## src/rtl/smb_cfg_pkg.sv

```systemverilog
package smb_cfg_pkg;

    localparam logic [6:0] DEV_ADDR = 7'b1010111;

    typedef enum logic [2:0] {
        ST_IDLE,
        ST_ADDR,
        ST_ACK,
        ST_REG,
        ST_WDATA,
        ST_TX,
        ST_HOLD
    } xfer_st_e;

    typedef enum logic [1:0] {
        NX_REG,
        NX_WDATA,
        NX_TX,
        NX_HOLD
    } ack_next_e;

    typedef struct packed {
        xfer_st_e  st;
        ack_next_e nxt;
        logic [3:0] bits;
        logic [7:0] sh;
        logic [7:0] ptr;
        logic       oe;
    } xfer_s;

endpackage

```

## src/rtl/smb_line_sync.sv

```systemverilog
module smb_line_sync (
    input  logic clk,
    input  logic rst_n,
    input  logic scl_in,
    input  logic sda_in,
    output logic scl_s,
    output logic sda_s,
    output logic scl_rise,
    output logic scl_fall,
    output logic start_det,
    output logic stop_det
);
    // bit 0 carries the clock line, bit 1 the data line
    typedef struct packed {
        logic [1:0] m1;
        logic [1:0] m2;
        logic [1:0] pv;
    } sync_s;

    sync_s s_d, s_q;

    always_comb begin
        s_d    = s_q;
        s_d.m1 = {sda_in, scl_in};
        s_d.m2 = s_q.m1;
        s_d.pv = s_q.m2;
    end

    always_ff @(posedge clk or negedge rst_n) begin
        if (!rst_n) s_q <= '{m1: 2'b11, m2: 2'b11, pv: 2'b11};
        else        s_q <= s_d;
    end

    assign scl_s     = s_q.m2[0];
    assign sda_s     = s_q.m2[1];
    assign scl_rise  = s_q.m2[0] & ~s_q.pv[0];
    assign scl_fall  = ~s_q.m2[0] & s_q.pv[0];
    assign start_det = s_q.m2[0] & s_q.pv[0] & s_q.pv[1] & ~s_q.m2[1];
    assign stop_det  = s_q.m2[0] & s_q.pv[0] & ~s_q.pv[1] & s_q.m2[1];
endmodule

```

## src/rtl/smb_idle_timer.sv

```systemverilog
module smb_idle_timer #(
    parameter int TBUF_CYC  = 235,
    parameter int THIGH_CYC = 2500
) (
    input  logic clk,
    input  logic rst_n,
    input  logic scl_s,
    input  logic sda_s,
    input  logic start_det,
    input  logic stop_det,
    output logic bus_idle
);
    localparam int LIMIT = ((THIGH_CYC > TBUF_CYC) ? THIGH_CYC : TBUF_CYC) + 1;
    localparam int CNT_W = $clog2(LIMIT + 1);

    typedef struct packed {
        logic [CNT_W-1:0] cnt;
        logic             stop_seen;
        logic             idle;
    } tmr_s;

    tmr_s t_d, t_q;

    always_comb begin
        t_d = t_q;
        if (scl_s && sda_s) begin
            if (t_q.cnt != CNT_W'(LIMIT)) t_d.cnt = t_q.cnt + 1'b1;
        end else begin
            t_d.cnt = '0;
        end
        if (start_det) begin
            t_d.stop_seen = 1'b0;
            t_d.idle      = 1'b0;
        end else begin
            if (stop_det) t_d.stop_seen = 1'b1;
            if ((t_q.stop_seen && (t_q.cnt > CNT_W'(TBUF_CYC))) ||
                (t_q.cnt > CNT_W'(THIGH_CYC)))
                t_d.idle = 1'b1;
        end
    end

    always_ff @(posedge clk or negedge rst_n) begin
        if (!rst_n) t_q <= '0;
        else        t_q <= t_d;
    end

    assign bus_idle = t_q.idle;
endmodule

```

## src/rtl/smb_reg_bank.sv

```systemverilog
module smb_reg_bank #(
    parameter int                      NUM_REGS = 8,
    parameter logic [NUM_REGS-1:0]     RO_MASK  = '0,
    parameter logic [NUM_REGS*8-1:0]   RST_VALS = '0
) (
    input  logic                    clk,
    input  logic                    rst_n,
    input  logic                    wr_en,
    input  logic [7:0]              wr_addr,
    input  logic [7:0]              wr_data,
    input  logic [7:0]              rd_addr,
    output logic [7:0]              rd_data,
    output logic [NUM_REGS*8-1:0]   regs_flat
);
    for (genvar i = 0; i < NUM_REGS; i++) begin : g_reg
        if (RO_MASK[i]) begin : g_ro
            assign regs_flat[i*8 +: 8] = RST_VALS[i*8 +: 8];
        end else begin : g_rw
            logic [7:0] r_d, r_q;
            always_comb begin
                r_d = r_q;
                if (wr_en && (wr_addr == 8'(i))) r_d = wr_data;
            end
            always_ff @(posedge clk or negedge rst_n) begin
                if (!rst_n) r_q <= RST_VALS[i*8 +: 8];
                else        r_q <= r_d;
            end
            assign regs_flat[i*8 +: 8] = r_q;
        end
    end

    always_comb begin
        rd_data = 8'h00;
        for (int i = 0; i < NUM_REGS; i++) begin
            if (rd_addr == 8'(i)) rd_data = regs_flat[i*8 +: 8];
        end
    end
endmodule

```

## src/rtl/cfg_port_slave.sv

```systemverilog
module cfg_port_slave
    import smb_cfg_pkg::*;
#(
    parameter int                    NUM_REGS  = 8,
    parameter logic [NUM_REGS-1:0]   RO_MASK   = 8'hC0,
    parameter logic [NUM_REGS*8-1:0] RST_VALS  = 64'hC7C6_0000_0000_0000,
    parameter int                    TBUF_CYC  = 235,
    parameter int                    THIGH_CYC = 2500
) (
    input  logic clk,
    input  logic rst_n,
    input  logic cs_en,
    input  logic scl_in,
    input  logic sda_in,
    output logic sda_oe,
    output logic bus_idle
);
    localparam int BANK_W = NUM_REGS * 8;

    logic scl_s, sda_s, scl_rise, scl_fall, start_det, stop_det;
    logic wr_en;
    logic [7:0] rd_data;
    logic [BANK_W-1:0] regs_flat;

    xfer_s c_d, c_q;

    smb_line_sync u_sync (
        .clk       (clk),
        .rst_n     (rst_n),
        .scl_in    (scl_in),
        .sda_in    (sda_in),
        .scl_s     (scl_s),
        .sda_s     (sda_s),
        .scl_rise  (scl_rise),
        .scl_fall  (scl_fall),
        .start_det (start_det),
        .stop_det  (stop_det)
    );

    smb_idle_timer #(
        .TBUF_CYC  (TBUF_CYC),
        .THIGH_CYC (THIGH_CYC)
    ) u_idle (
        .clk       (clk),
        .rst_n     (rst_n),
        .scl_s     (scl_s),
        .sda_s     (sda_s),
        .start_det (start_det),
        .stop_det  (stop_det),
        .bus_idle  (bus_idle)
    );

    smb_reg_bank #(
        .NUM_REGS (NUM_REGS),
        .RO_MASK  (RO_MASK),
        .RST_VALS (RST_VALS)
    ) u_bank (
        .clk       (clk),
        .rst_n     (rst_n),
        .wr_en     (wr_en),
        .wr_addr   (c_q.ptr),
        .wr_data   (c_q.sh),
        .rd_addr   (c_q.ptr),
        .rd_data   (rd_data),
        .regs_flat (regs_flat)
    );

    always_comb begin
        c_d   = c_q;
        wr_en = 1'b0;
        if (!cs_en) begin
            c_d.st   = ST_IDLE;
            c_d.oe   = 1'b0;
            c_d.bits = '0;
        end else if (start_det) begin
            c_d.st   = ST_ADDR;
            c_d.oe   = 1'b0;
            c_d.bits = '0;
        end else if (stop_det || bus_idle) begin
            c_d.st   = ST_IDLE;
            c_d.oe   = 1'b0;
            c_d.bits = '0;
        end else begin
            case (c_q.st)
                ST_ADDR, ST_REG, ST_WDATA: begin
                    if (scl_rise && (c_q.bits != 4'd8)) begin
                        c_d.sh   = {c_q.sh[6:0], sda_s};
                        c_d.bits = c_q.bits + 4'd1;
                    end else if (scl_fall && (c_q.bits == 4'd8)) begin
                        c_d.bits = '0;
                        if (c_q.st == ST_ADDR) begin
                            if (c_q.sh[7:1] == DEV_ADDR) begin
                                c_d.st  = ST_ACK;
                                c_d.oe  = 1'b1;
                                c_d.nxt = c_q.sh[0] ? NX_TX : NX_REG;
                            end else begin
                                c_d.st = ST_HOLD;
                            end
                        end else if (c_q.st == ST_REG) begin
                            c_d.ptr = c_q.sh;
                            c_d.st  = ST_ACK;
                            c_d.oe  = 1'b1;
                            c_d.nxt = NX_WDATA;
                        end else begin
                            wr_en   = 1'b1;
                            c_d.st  = ST_ACK;
                            c_d.oe  = 1'b1;
                            c_d.nxt = NX_HOLD;
                        end
                    end
                end
                ST_ACK: begin
                    if (scl_rise) begin
                        c_d.bits = 4'd1;
                    end else if (scl_fall && (c_q.bits == 4'd1)) begin
                        c_d.bits = '0;
                        c_d.oe   = 1'b0;
                        case (c_q.nxt)
                            NX_REG:   c_d.st = ST_REG;
                            NX_WDATA: c_d.st = ST_WDATA;
                            NX_TX: begin
                                c_d.st = ST_TX;
                                c_d.sh = rd_data;
                                c_d.oe = ~rd_data[7];
                            end
                            default:  c_d.st = ST_HOLD;
                        endcase
                    end
                end
                ST_TX: begin
                    if (scl_rise) begin
                        c_d.bits = c_q.bits + 4'd1;
                    end else if (scl_fall && (c_q.bits != 4'd0)) begin
                        if (c_q.bits == 4'd8) begin
                            c_d.oe   = 1'b0;
                            c_d.st   = ST_HOLD;
                            c_d.bits = '0;
                        end else begin
                            c_d.sh = {c_q.sh[6:0], 1'b0};
                            c_d.oe = ~c_q.sh[6];
                        end
                    end
                end
                default: c_d = c_q;
            endcase
        end
    end

    always_ff @(posedge clk or negedge rst_n) begin
        if (!rst_n) c_q <= '{st: ST_IDLE, nxt: NX_HOLD, bits: '0, sh: '0, ptr: '0, oe: 1'b0};
        else        c_q <= c_d;
    end

    assign sda_oe = c_q.oe;
endmodule

```

## config.mk

```make
export PLATFORM = sky130hd
export DESIGN_NAME = cfg_port_slave
export DESIGN_NICKNAME = d
export VERILOG_FILES = /design/src/rtl/smb_cfg_pkg.sv /design/src/rtl/smb_line_sync.sv /design/src/rtl/smb_idle_timer.sv /design/src/rtl/smb_reg_bank.sv /design/src/rtl/cfg_port_slave.sv
export SDC_FILE = /design/constraint.sdc
export NUM_CORES = 1
export LEC_CHECK = 0
export BUFFER_PORTS_ARGS = -buffer_cell sky130_fd_sc_hd__buf_2
export CORE_UTILIZATION = 35
export CTS_CLUSTER_DIAMETER = 150
export DETAILED_ROUTE_END_ITERATION = 10
export PLACE_DENSITY = 0.59
export REMOVE_ABC_BUFFERS = 1
export SETUP_SLACK_MARGIN = 0.15
export SLEW_MARGIN = 5
export SYNTH_ARGS = -nofsm -noshare
export SYNTH_HDL_FRONTEND = slang
export SYNTH_HIERARCHICAL = 1
export SYNTH_SLANG_ARGS = --single-unit
export TNS_END_PERCENT = 20
```

## constraint.sdc

```tcl
create_clock -name clk -period 2.8 [get_ports clk]
set_input_delay 0.56 -clock clk [delete_from_list [all_inputs] [get_ports clk]]
set_output_delay 0.56 -clock clk [all_outputs]
set_load 0.1 [all_outputs]
```

==> key figures <==
Status
  – Status: complete, no violations

Placed design
  – Placed cell area: approximately 5600 sq um
  – Dpl ws: -0.172 ns
  – Post-Place Cells: about 660
  – Dpl hpwl: 8.11 mm
  – Port Buffer Count: 6
  – RePlAce Congestion: slightly below 0.9

Pwr
  – Leak: 2.73 nW
  – Peak VDD IR: 0.000375 V
  – PwrDens: 461 nW/um^2

Timing
  – Relative slew margins: 0.480
  – Final worst path period need: 2.78 ns
  – Setup_tns: 0 ns
  – Unrepaired setup endpoints after global routing: yes
  – Final setup vio count: 0
  – Final Worst Setup Slack: 0.0178 ns
  – Tightest Pin Transition: approximately 0.76 ns
  – Final hold vios: 0
  – Max Slew Vio Count: 0
  – Tcrit/Tclk final: 0.994
  – Final Skew: 0.00734 ns
  – FMAX: 359 MHz

Clocking
  – CTS max path bufs: 2
  – Clk Latency, worst-skew pair: 0.35 ns
  – Clock sink total: 94
  – CTS tree: done
  – CTS Buf Count: 9
  – H-tree levels: 3
  – Clk slew on worst S/H paths: approximately 0.070 ns
  – CTS root buffer: clkbuf_16

Setup path
  – Arrival @ worst endpoint: 3.02 ns
  – Crit-path max FO: 8
  – CP endpoint kind: flip-flop
  – CP Data Required Time: 3.04 ns
  – CP peak stage delay: 0.54 ns
  – Worst path top cell family by delay: simple AND/OR/NAND/NOR gates
  – Startpoint Class: flip-flop
  – Slowest CP cell: or4b_4
  – Bufs and invs on worst path: 1
  – Crit Path Class: reg -> reg
  – Crit-path cells: and4b_1 -> or4b_4 -> nor2_4 -> and3_4 -> nor3b_4 -> nand2_1 -> or3_4 -> buf_8 -> mux2_4

Detailed routing
  – Final wirelength: about 12 mm
  – Drt wl/cell: 17.3 um
  – Detailed Route Iter0 Violations: 245
  – Antenna Nets Post-Route: 0
  – DRC viols: 0
  – Via count: 3841
  – Vias per Instance: 5.63
  – DRT Pass-1 Iters: 7

Logic synthesis
  – Mapped cell area: 5140 sq um
  – Synth Instances: roughly 460
  – Mean Syn Cell Area: about 11 sq um
  – Warnings, synthesis: 6

Floorplan
  – Die width: 123 um
  – Initial core utilization: 0.364
  – Site Rows: 43
  – Die Y: 123 um
  – I/O Pins: 7
  – Die area: ~15000 sq um
  – Core Area: 14100 sq um

Final layout
  – Commonest non-fill, non-tap cell in the layout: dfrtp_1
  – Most frequent cells in the layout: dfrtp_1, mux2_2, nand2_1
  – Final non-filler cell total: 682
  – Fin area: ~6000 sq um
  – Layout Nets: slightly above 500
  – Share of cells above drive strength 1: 0.315
  – N_diodes: 0
  – Area grow syn2layout: 16.2%

Global route
  – First-pass GRT wire length: 19.4 mm
  – Total track usage: 0.167
  – Largest net degree at the start of global routing: 49
  – Initial antenna violation count: 0
  – Remaining Overflow, GRT: 0
  – Vias in the first global route: about 3800

Flow run
  – Number of max-cap violations: 0

Worst hold path
  – Worst min-delay path category: in -> async
[flip-flops by register name, indices dropped and copies added (netlist names)]
name	cells
u_sync/s_d	2
u_sync/scl_s	1
u_sync/s_q	2
u_sync/sda_s	1
sda_oe	1
u_bank/g.g_rw.r_q	48
c_q	25
u_idle/t_q	13
u_idle/bus_idle	1
[metal layers]
| layer | part of all wire | global-route usage | vias up |
|---|---|---|---|
| met3 | 0.035 | 0.0378 | 12 |
| met2 | 0.49 | 0.274 | 65 |
| met5 | 0 | 0 | - |
| li1 | - | - | 1794 |
| met1 | 0.47 | 0.220 | 1970 |
| met4 | 0.012 | 0.0489 | 0 |
[area by class of cell]
| class | instances | area [sq um] |
|---|---|---|
| inverter | 18 | 81.3 |
| multi-input combinational | 329 | 2640 |
| tap | 180 | 225 |
| clock inverter | 5 | 56.3 |
| fill | 1350 | 8130 |
| sequential | 94 | 2360 |
| clock buffer | 11 | 253 |
| timing repair buffer | 45 | 353 |
[stage by stage]
stage                     power (W)  hold WS (ns)   util
after floorplan             0.00145         0.264      -
after global placement      0.00151         0.348  0.395
after CTS                   0.00280         0.255  0.421
after detailed placement    0.00151         0.350  0.395
final                       0.00276         0.233  0.424
after global routing        0.00286         0.283  0.424
[power breakdown]
| part | internal [W] | switching (W) | total (W) |
|---|---|---|---|
| clock | 0.000741 | 0.000530 | 0.00127 |
| sequential | 0.00137 | 0.0000131 | 0.00138 |
| combinational | 0.0000374 | 0.0000625 | 0.0000999 |
[what timing repair did]
action,in CTS,in global routing
hold buffers,0,0
gates cloned,0,0
gates resized for setup,7,9
endpoints found under the setup margin,40,40
hold endpoints to repair,0,0
setup buffers,4,0
pin swaps,1,0
[worst reg2reg max path, stage by stage (launching register included)]
cell and delay, ns:
dfstp_2 0.53, and4b_1 0.20, or4b_4 0.54, nor2_4 0.11
and3_4 0.20, nor3b_4 0.20, nand2_1 0.09, or3_4 0.35
buf_8 0.16, mux2_4 0.30
[path summary, 6_finish.rpt]
path	from	to	slack [ns]	depth (start not counted)
setup / recovery	u_sync/s_q[1]$_DFF_PN1_	u_bank/g_reg[3].g_rw.r_q[4]$_DFFE_PN0P_	0.02	9
hold / removal	rst_n	u_bank/g_reg[5].g_rw.r_q[5]$_DFFE_PN0P_	0.23	1
setup reg to reg	u_sync/s_q[1]$_DFF_PN1_	u_bank/g_reg[3].g_rw.r_q[4]$_DFFE_PN0P_	0.02	9
hold reg to reg	u_sync/s_d[2]$_DFF_PN1_	u_sync/scl_s$_DFF_PN1_	0.36	0
max in group asynchronous	rst_n	u_sync/sda_s$_DFF_PN1_	1.84	2
min in group clk	sda_in	u_sync/s_d[3]$_DFF_PN1_	0.30	1
Note: power is estimated with default switching activity, not from simulation.
